`config.mk`:
```
export PLATFORM = sky130hd
export DESIGN_NAME = fpm_ctrl
export DESIGN_NICKNAME = d
export VERILOG_FILES = /design/src/rtl/fpm_ctrl.sv
export SDC_FILE = /design/constraint.sdc
export NUM_CORES = 1
export LEC_CHECK = 0
export CORE_ASPECT_RATIO = 0.8
export CORE_MARGIN = 8
export CORE_UTILIZATION = 50
export CTS_CLUSTER_SIZE = 25
export DETAILED_ROUTE_END_ITERATION = 8
export PLACE_DENSITY = 0.8
export SYNTH_ARGS = -nofsm -noshare
export SYNTH_HDL_FRONTEND = slang
export SYNTH_SLANG_ARGS = --single-unit
```
`constraint.sdc`:
```
create_clock -name clk -period 2.6 [get_ports clk]
set_input_delay 0.52 -clock clk [delete_from_list [all_inputs] [get_ports clk]]
set_output_delay 0.52 -clock clk [all_outputs]
set_load 0.05 [all_outputs]
```
`src/rtl/fpm_ctrl.sv`:
```
module fpm_ctrl #(
  parameter int ROW_W = 12,
  parameter int COL_W = 10,
  parameter int DW    = 16,
  parameter int CNT_W = 8,
  parameter int T_RCD = 2,
  parameter int T_CAS = 2,
  parameter int T_CP  = 1,
  parameter int T_RP  = 3
) (
  input  logic                   clk,
  input  logic                   rst_n,
  input  logic                   req_valid,
  output logic                   req_ready,
  input  logic [ROW_W+COL_W-1:0] req_addr,
  input  logic                   req_we,
  input  logic [1:0]             req_be,
  input  logic [DW-1:0]          req_wdata,
  output logic [DW-1:0]          rd_data,
  output logic                   rd_valid,
  input  logic                   ref_req,
  output logic                   ref_gnt,
  output logic [ROW_W-1:0]       dram_addr,
  output logic                   dram_ras_n,
  output logic                   dram_casl_n,
  output logic                   dram_cash_n,
  output logic                   dram_we_n,
  output logic                   dram_oe_n,
  output logic [DW-1:0]          dq_out,
  output logic                   dq_oe,
  input  logic [DW-1:0]          dq_in
);
  localparam int AW = ROW_W + COL_W;
  localparam int LW = DW / 2;

  typedef enum logic [2:0] {S_IDLE, S_OPEN, S_RCD, S_COLSET, S_CAS, S_CP, S_PRE, S_REF} st_t;

  st_t              st;
  logic [CNT_W-1:0] cnt;
  logic [ROW_W-1:0] row_q;
  logic             page_open, pend;
  logic [AW-1:0]    r_addr;
  logic             r_we;
  logic [1:0]       r_be;
  logic [DW-1:0]    r_wdata;

  wire             acc      = req_valid && req_ready;
  wire [ROW_W-1:0] in_row   = req_addr[AW-1:COL_W];
  wire [ROW_W-1:0] r_row    = r_addr[AW-1:COL_W];
  wire [ROW_W-1:0] r_col    = {{(ROW_W-COL_W){1'b0}}, r_addr[COL_W-1:0]};
  wire [ROW_W-1:0] in_col   = {{(ROW_W-COL_W){1'b0}}, req_addr[COL_W-1:0]};
  wire             hit      = page_open && (in_row == row_q);
  wire [DW-1:0]    lane_msk = {{LW{r_be[1]}}, {LW{r_be[0]}}};

  assign req_ready = (st == S_IDLE || st == S_OPEN) && !ref_req;
  assign dq_out    = r_wdata;

  always_ff @(posedge clk) begin
    if (!rst_n) begin
      st          <= S_IDLE;
      cnt         <= '0;
      row_q       <= '0;
      page_open   <= 1'b0;
      pend        <= 1'b0;
      r_addr      <= '0;
      r_we        <= 1'b0;
      r_be        <= '0;
      r_wdata     <= '0;
      rd_data     <= '0;
      rd_valid    <= 1'b0;
      ref_gnt     <= 1'b0;
      dram_addr   <= '0;
      dram_ras_n  <= 1'b1;
      dram_casl_n <= 1'b1;
      dram_cash_n <= 1'b1;
      dram_we_n   <= 1'b1;
      dram_oe_n   <= 1'b1;
      dq_oe       <= 1'b0;
    end else begin
      rd_valid <= 1'b0;
      if (acc) begin
        r_addr  <= req_addr;
        r_we    <= req_we;
        r_be    <= req_be;
        r_wdata <= req_wdata;
      end
      case (st)
        S_IDLE: begin
          if (ref_req) begin
            ref_gnt <= 1'b1;
            st      <= S_REF;
          end else if (acc) begin
            dram_ras_n <= 1'b0;
            dram_addr  <= in_row;
            row_q      <= in_row;
            page_open  <= 1'b1;
            cnt        <= CNT_W'(T_RCD - 1);
            st         <= S_RCD;
          end
        end
        S_OPEN: begin
          if (ref_req) begin
            dram_ras_n <= 1'b1;
            page_open  <= 1'b0;
            pend       <= 1'b0;
            cnt        <= CNT_W'(T_RP - 1);
            st         <= S_PRE;
          end else if (acc) begin
            if (hit) begin
              dram_addr <= in_col;
              dram_we_n <= !req_we;
              st        <= S_COLSET;
            end else begin
              dram_ras_n <= 1'b1;
              page_open  <= 1'b0;
              pend       <= 1'b1;
              cnt        <= CNT_W'(T_RP - 1);
              st         <= S_PRE;
            end
          end
        end
        S_RCD: begin
          if (cnt == '0) begin
            dram_addr <= r_col;
            dram_we_n <= !r_we;
            st        <= S_COLSET;
          end else cnt <= cnt - 1'b1;
        end
        S_COLSET: begin
          dram_casl_n <= !r_be[0];
          dram_cash_n <= !r_be[1];
          dram_oe_n   <= r_we;
          dq_oe       <= r_we;
          cnt         <= CNT_W'(T_CAS - 1);
          st          <= S_CAS;
        end
        S_CAS: begin
          if (cnt == '0) begin
            dram_casl_n <= 1'b1;
            dram_cash_n <= 1'b1;
            dram_oe_n   <= 1'b1;
            dram_we_n   <= 1'b1;
            dq_oe       <= 1'b0;
            if (!r_we) begin
              rd_data  <= dq_in & lane_msk;
              rd_valid <= 1'b1;
            end
            cnt <= CNT_W'(T_CP - 1);
            st  <= S_CP;
          end else cnt <= cnt - 1'b1;
        end
        S_CP: begin
          if (cnt == '0) st <= S_OPEN;
          else cnt <= cnt - 1'b1;
        end
        S_PRE: begin
          if (cnt == '0) begin
            if (pend) begin
              dram_ras_n <= 1'b0;
              dram_addr  <= r_row;
              row_q      <= r_row;
              page_open  <= 1'b1;
              pend       <= 1'b0;
              cnt        <= CNT_W'(T_RCD - 1);
              st         <= S_RCD;
            end else if (ref_req) begin
              ref_gnt <= 1'b1;
              st      <= S_REF;
            end else st <= S_IDLE;
          end else cnt <= cnt - 1'b1;
        end
        S_REF: begin
          if (!ref_req) begin
            ref_gnt <= 1'b0;
            st      <= S_IDLE;
          end
        end
        default: st <= S_IDLE;
      endcase
    end
  end
endmodule

```
Word-level counts from Yosys, hierarchy flattened:

Cells that the tools add are included.

* input bits: 61
* output and inout bits: 53
* bits in registers: 102

* equality and inequality tests: 25
* muxes and demuxes: 68
* add/sub/neg operators: 1
* reduce and logical (&&, ||, !) cells: 31
* bitwise gates (word level): 2

Operators by type and width (number)
* $mux W12: 8
* $mux W8: 9
* $pmux W12 S4: 1
* $pmux W8 S6: 1
* $mux W3: 12
* $mux W1: 26
* $ne A2 B2 Y1 const B: 13
* $pmux W12 S2: 1
* $pmux W3 S8: 1
* $reduce_and A7 Y1: 3
* $and A16 B16 Y16: 1
* $eq A12 B12 Y1: 1
* $eq A3 B3 Y1 const B: 4
* $ne A3 B3 Y1 const B: 4
* $pmux W1 S3: 4
* $pmux W1 S2: 5
* $reduce_and A9 Y1: 1
* $reduce_bool A3 Y1: 3
* $logic_not A8 Y1: 1
* $reduce_and A4 Y1: 2
* $sub A8 B1 Y8 const B: 1
* $eq A3 B2 Y1 const B: 2
* $reduce_and A3 Y1: 2
* $reduce_and A6 Y1: 1
* other kinds (12): 20

Longest topological paths before layout:

Gate-level depths: netlist of the first run.

* depth after elaboration: 7
* mapped depth: 9
* depth with buffers taken out: 7

Worst setup path after synthesis of the first run:

OpenSTA, ideal clock, no wires.

* path kind: reg2reg
* start point: reg cnt[0]
* end point: reg rd_data[0]
* arrival time: 2.089 ns
* data required time: 2.483 ns
* slack: 0.394 ns
* buffers on the path: 1
* cell stages (with the launch flop): 9
* setup time: 0.117 ns
* cells stage by stage: dfxtp_1 > inv_1 > ha_1 > or4b_4 > nor4_1 > and2b_1 > nor2_1 > buf_2 > a22o_1

* longest elaborated chain between the ends: 2

RTL lines
* start: declaration: line 39 `logic [CNT_W-1:0] cnt;`
* start signal: assignment: line 97 `cnt <= CNT_W'(T_RCD - 1);`
* start signal: assignment: line 106 `cnt <= CNT_W'(T_RP - 1);`
* start signal: assignment: line 117 `cnt <= CNT_W'(T_RP - 1);`
* $logic_not A8 Y1: line 138 `if (cnt == '0) begin`
* $reduce_and A3 Y1 (no line)
* end signal: assignment: line 145 `rd_data <= dq_in & lane_msk;`
* end: declaration: line 19 `output logic [DW-1:0] rd_data,`

Every way passes these cells.
A chain may end at the register's enable or synchronous reset.

Worst setup path after layout of the first run:

* start point: in req_addr[20]
* end point: reg dram_addr[6]

* longest elaborated chain between the ends: 4

RTL lines
* start: declaration: line 15 `input logic [ROW_W+COL_W-1:0] req_addr,`
* $eq A12 B12 Y1: line 52 `wire hit = page_open && (in_row == row_q);`
* $logic_and A1 B1 Y1: line 52
* $ne A2 B2 Y1 (no line)
* $reduce_and A9 Y1 (no line)
* end signal: assignment: line 94 `dram_addr <= in_row;`
* end signal: assignment: line 110 `dram_addr <= in_col;`
* end signal: assignment: line 124 `dram_addr <= r_col;`
* end: declaration: line 23 `output logic [ROW_W-1:0] dram_addr,`

Every way passes these cells.

==> impl_metrics.toml, run 1 <==
[outcome]
status = "complete, no violations"

[routing]
wl_mm = 14.3
wire_per_inst_um = 17.6
vias_per_cell = 5.94
routed.top_layer = "met4"
final_antenna_net_count = 0
wl_met3_mm = 1.36
met2_length_mm = 6.26
drt_iter0_drc = 452
first_pass_iters = 5
vias = 4832
wl_met1_mm = 6.51
drcViolationCount = 0

[timing]
setup_viol = 0
fin_crit_sh = 0.944
finalCriticalPeriod_ns = 2.45
worst_slack_ns = 0.146
worst_pin_slew_ns = 1.04
holdWs_ns = 0.453
slew_headroom = 0.302
max_freq_mhz = 407
rsz0062_at_grt = "false"
maxSlewViolCount = 0
finClkSkew_ns = 0.00823
finalHoldViolCount = 0
setup-tns-final_ns = 0

[die]
initial_utilization = 0.518
num_rows = 31
core-area_um2 = 9150
die_w_um = 125
die_area_um2 = 12900
die_h_um = 103
ios = 114

[critical_path]
r2r_cells = 7
crit_path_max_incr_delay_ns = 0.61
crit_path_end_kind = "register"
critical_path.startpoint_type = "primary input"
r2r_start = "cnt[0]"
required_ns = 2.83
worst_path_max_delay_cell = "or4_4"
rrSetupSlack_ns = 0.15
r2r_end = "rd_data[15]"
critical_path_depth = 7
crit_chain = "clkdlybuf4s50_1 -> xnor2_1 -> nand3_1 -> or4_4 -> a211o_1 -> buf_4 -> mux2i_1"
crit_family = "simple AND/OR/NAND/NOR gates"
cp_max_fo = 8
cp_data_arrival_time_ns = 2.68
criticalPathCategory = "primary input to register"
critPathBufInv = 2

[job]
maxCapViolations = 0

[yosys]
synth_ff_type = "dfxtp_1"
synth_nets = 644
yosysSeqAreaShare = 0.431
synth_area_per_cell_um2 = 8.16
synth_area_um2 = 4740
syn_inst = 581
ys_types = 55
postSynth.asyncResetShare = 0
ys_warn_count = 0
ys_ff_latch = 102
synth_edf_count = 0

[pwr]
p_total_mw = 6.62
worst_ir_drop_vdd_mv = 0.522
powerDensity_nw_per_um2 = 1040
p_leak_nw = 2.31

[layout]
n_antenna_cell = 0
drive_gt1_frac = 0.0944
syn_to_final_growth_pct = 34.8
stdcell_area_um2 = 6390
nets = 757

[hold_path]
min-delay-start = "dq_out[10]"
whs_endpoint = "dq_out[10]"
hp-class = "register to register"
hold_depth = 2

[placement]
hpwl_mm = 10.0
portBuffers = 113
placed_cell_area_um2 = 6100
place_ws_ns = -0.176
globalplace.congestion = 0.870

[clock_network]
max-clock-path-buffers = 2
cts_tree = "yes"
clockRootBuffer = "clkbuf_16"
clk_pin_slew_worst_paths_ns = 0.07
cts_htree_levels = 3
cts_made_buffers = 9
clk_latency_ns = 0.35
cts_sinks = 102

[grt]
grt_pass1_wl_mm = 22.8
grt_antenna_before_repair = 0
grt_pass1_vias = 4336
grt-ovfl-total = 0
track_usage = 0.217
grt_max_degree = 59
==> cell families (layout without fill, tap and decap cells) <==
family,count (synthesis),in the layout,synth area share
AO/OA/AOI/OAI,177,177,0.250
XOR/XNOR,13,13,0.0240
adder cells (fa/ha/maj),2,2,0.00528
buffers and inverters,53,171,0.0499
flip-flops,102,102,0.431
multiplexers,14,14,0.0296
AND/OR/NAND/NOR,220,220,0.210
==> area by class of cell <==
cell class              instances  area (um2)
clock buffers                  10         229
well taps                     115         144
repair buffers                150        1430
fillers                       703        2760
multi-input cells             426        2470
clock inverters                 6        55.1
inverters                       5        18.8
flip-flops and latches        102        2040
==> layout by cell type (no fill, tap or decap), types with 3 or more instances in the layout <==
cell type,Yosys,final
a21oi_1,57,57
a22o_1,19,19
a311oi_1,13,13
a31oi_1,7,7
and3_1,3,3
buf_4,0,36
clkbuf_16,0,9
clkdlybuf4s50_1,0,112
dfxtp_1,102,102
inv_1,5,5
mux2i_1,14,14
nand2_1,127,127
nand2b_1,8,8
nand3_1,19,19
nand3b_1,3,3
nand4_1,3,3
nor2_1,26,25
nor2b_1,7,7
nor3_1,6,6
o211ai_1,13,13
o21ai_0,26,26
o221ai_1,13,13
o22ai_1,11,11
or3_1,4,4
xnor2_1,12,12
==> registers in the layout (all words and copies together), names as in the netlist, 2 cells and up <==
name	count
r_addr	22
dq_out	16
rd_data	16
dram_addr	12
row_q	12
cnt	8
st	3
r_be	2
==> cells in the mapped netlist (13+ instances only) <==
cell | n | area [um2]
a21oi_1 | 57 | 285
a22o_1 | 19 | 166
a311oi_1 | 13 | 114
clkbuf_1 | 39 | 146
dfxtp_1 | 102 | 2040
mux2i_1 | 14 | 140
nand2_1 | 127 | 477
nand3_1 | 19 | 95.1
nor2_1 | 26 | 97.6
o211ai_1 | 13 | 97.6
o21ai_0 | 26 | 130
o221ai_1 | 13 | 114
==> how the worst max path moves through the flow <==
| stage | start | endpoint | slack (ns) |
|---|---|---|---|
| detailed placement | req_addr[20] | dram_addr[6] | -0.18 |
| floorplan | cnt[0] | rd_data[0] | 0.39 |
| global placement | req_addr[20] | dram_addr[4] | -0.12 |
| finish | req_addr[20] | dram_addr[6] | 0.15 |
| global route | cnt[0] | rd_data[15] | 0.01 |
| CTS | cnt[0] | rd_data[10] | 0.08 |
==> stage by stage <==
stage | util | cells
after floorplan | - | 581
final | 0.698 | 814
after global placement | 0.666 | 798
after global routing | 0.698 | 814
after detailed placement | 0.666 | 798
after CTS | 0.698 | 814
==> power by group <==
part	internal [mW]	total (mW)	leakage (nW)	switching, mW
combinational	1.29	3.24	1.35	1.95
sequential	1.82	2.08	0.829	0.262
clock	0.667	1.30	0.133	0.629
==> tightest hold or removal path, delay by kind of cell, from the launching register on <==
kind / cells / cell delay (ns)
AOI/OAI and AO/OA: 1 / 0.05
DFF: 1 / 0.31
and+or+nand+nor: 1 / 0.05
==> routing by layer <==
| layer | track usage | vias to the layer above |
|---|---|---|
| met3 | 0.0599 | 19 |
| li1 | - | 2326 |
| met1 | 0.291 | 2226 |
| met2 | 0.338 | 261 |
| met5 | 0 | - |
| met4 | 0.0606 | 0 |
==> timing repair <==
action                     in CTS  in global routing
buffers inserted                0                  0
hold buffers                    0                  0
gates resized for setup         0                  1
setup endpoints to repair       0                 16
Power figures use the tool's default switching activity.
==> run 2: changes to the inputs <==
--- a/config.mk
+++ b/config.mk
@@ -13,2 +13,3 @@
 export PLACE_DENSITY = 0.8
+export RECOVER_POWER = 50
 export SYNTH_ARGS = -nofsm -noshare
--- a/constraint.sdc
+++ b/constraint.sdc
@@ -3,2 +3,2 @@
 set_output_delay 0.52 -clock clk [all_outputs]
-set_load 0.05 [all_outputs]
+set_load 0.02 [all_outputs]
==> impl_metrics.toml, run 2 (same netlist as run 1, synthesis figures left out) <==
[outcome]
status = "complete, no violations"

[routing]
wire_per_inst_um = 18.2
drt_iter0_drc = 386
vias = 4890
first_pass_iters = 5
wl_mm = 14.7
drcViolationCount = 0
final_antenna_net_count = 0
vias_per_cell = 6.04

[layout]
layout_common_cells = "nand2_1, dfxtp_1, clkdlybuf4s50_1"
top_register = "r_addr"
drive_gt1_frac = 0.0906
nets = 753
fin_util = 0.698
syn_to_final_growth_pct = 34.8
largest_reg_flops = 22
final_common_cell = "nand2_1"
n_antenna_cell = 0

[job]
maxCapViolations = 0

[grt]
grt_max_degree = 59
track_usage = 0.226
grt_pass1_wl_mm = 23.7
grt-ovfl-total = 0
grt_antenna_before_repair = 0
grt_pass1_vias = 4602

[critical_path]
cp_max_fo = 16
worst_path_max_delay_cell = "or4b_4"
r2r_start = "cnt[0]"
crit_path_max_incr_delay_ns = 0.52
criticalPathCategory = "register to register"
r2r_cells = 7
required_ns = 2.84
critical_path.startpoint_type = "register"
crit_chain = "inv_1 -> ha_1 -> or4b_4 -> nor4_2 -> and2b_1 -> nor2_1 -> a22o_1"
r2r_end = "rd_data[10]"
cp_data_arrival_time_ns = 2.69
rrSetupSlack_ns = 0.15
crit_path_end_kind = "register"

[die]
die_h_um = 103
ios = 114
die_area_um2 = 12900
initial_utilization = 0.518
core-area_um2 = 9150
num_rows = 31
die_w_um = 125

[timing]
setup_viol = 0
worst_pin_slew_ns = 1.00
max_freq_mhz = 407
setup-tns-final_ns = 0
finalCriticalPeriod_ns = 2.45
finClkSkew_ns = 0.00749
fin_crit_sh = 0.944
slew_headroom = 0.330
maxSlewViolCount = 0
finalHoldViolCount = 0

[hold_path]
whs_endpoint = "dq_out[3]"
hp-class = "register to register"
min-delay-start = "dq_out[3]"
hold_depth = 2

[clock_network]
max-clock-path-buffers = 2
clk_pin_slew_worst_paths_ns = 0.07
cts_made_buffers = 9
cts_sinks = 102
clockRootBuffer = "clkbuf_16"
clk_latency_ns = 0.35
cts_tree = "yes"
cts_htree_levels = 3
hold_buffers = 0

[pwr]
powerDensity_nw_per_um2 = 992
worst_ir_drop_vdd_mv = 0.527
pwr-share-comb = 0.471
p_leak_nw = 2.43
power_frac_clock = 0.203
internal-power_mw = 3.76
p_seq_frac = 0.326
switching_power_mw = 2.59
sw_frac_of_total = 0.408

[placement]
hpwl_mm = 10.2
globalplace.congestion = 0.893
portBuffers = 113
run 2: changes by cell type in the layout (fill, tap and decap cells not counted), moves of 2 or more:
| cell | previous run | this run |
|---|---|---|
| clkdlybuf4s50_1 | 112 | 68 |
| inv_6 | 0 | 2 |
| buf_4 | 36 | 28 |
| buf_12 | 2 | 4 |
| dlygate4sd3_1 | 0 | 45 |
run 2: critical path, delay by kind of cell (launching register included):
| family | cells | cell delay [ns] |
|---|---|---|
| flip-flops | 1 | 0.36 |
| AO/OA/AOI/OAI | 1 | 0.31 |
| AND/OR/NAND/NOR | 4 | 1.29 |
| adder cells (fa/ha/maj) | 1 | 0.24 |
| buffers and inverters | 1 | 0.15 |
run 2: worst max-delay path by stage:
stage                   endpoint         start  slack, ns  cells past startpoint
floorplan             rd_data[0]        cnt[0]       0.39                      8
global placement    dram_addr[4]  req_addr[20]       -0.1                      7
detailed placement     dram_we_n  req_addr[20]      -0.18                      7
CTS                  rd_data[10]        cnt[0]      0.008                      7
global route         rd_data[10]        cnt[0]     -0.001                      7
finish               rd_data[10]        cnt[0]       0.15                      7
run 2: power by group through the flow:
stage / logic, mW / registers (mW) / clock network (mW)
after global placement: 2.88 / 2.09 / 0
final: 2.99 / 2.06 / 1.29
after CTS: 2.96 / 2.06 / 1.31
after global routing: 3.25 / 2.10 / 1.37
after detailed placement: 2.93 / 2.09 / 0
after floorplan: 1.84 / 2.15 / 0
run 2: metrics by stage:
| step | total power [mW] | cells | instance area, um2 | hold WS, ns | setup WS, ns |
|---|---|---|---|---|---|
| 4_1_cts | 6.33 | 810 | 6380 | 0.458 | 0.00765 |
| 5_1_grt | 6.71 | 810 | 6390 | 0.481 | -0.00101 |
| 2_1_floorplan | 3.99 | 581 | 4740 | 0.436 | 0.394 |
| 3_3_place_gp | 4.96 | 794 | 6100 | 0.442 | -0.0972 |
| 3_5_place_dp | 5.03 | 794 | 6100 | 0.448 | -0.175 |
| 6_report | 6.34 | 810 | 6390 | 0.453 | 0.146 |
run 2: area by class of cell:
cell class / instances / area (um2)
Sequential cell: 102 / 2040
Inverter: 5 / 18.8
Clock buffer: 10 / 229
Multi-Input combinational cell: 426 / 2480
Fill cell: 709 / 2760
Tap cell: 115 / 144
Clock inverter: 6 / 52.6
Timing Repair Buffer: 146 / 1430
run 2: routing by layer:
metal / share of wire / global-route usage
met5: 0 / 0
met4: 0.013 / 0.0653
met3: 0.093 / 0.0574
met2: 0.45 / 0.366
met1: 0.44 / 0.293
run 2: timing repair:
item                       4_1_cts  5_1_grt
buffers inserted                 0        0
resized for setup                0        3
setup endpoints to repair        0       18
==> run 3: changes to the inputs <==
- SKIP_CTS_REPAIR_TIMING: not set -> 1
- SLEW_MARGIN: not set -> 20
==> results of run 3 <==
No change in the layout: final DEF, timing and power equal those of run 2.
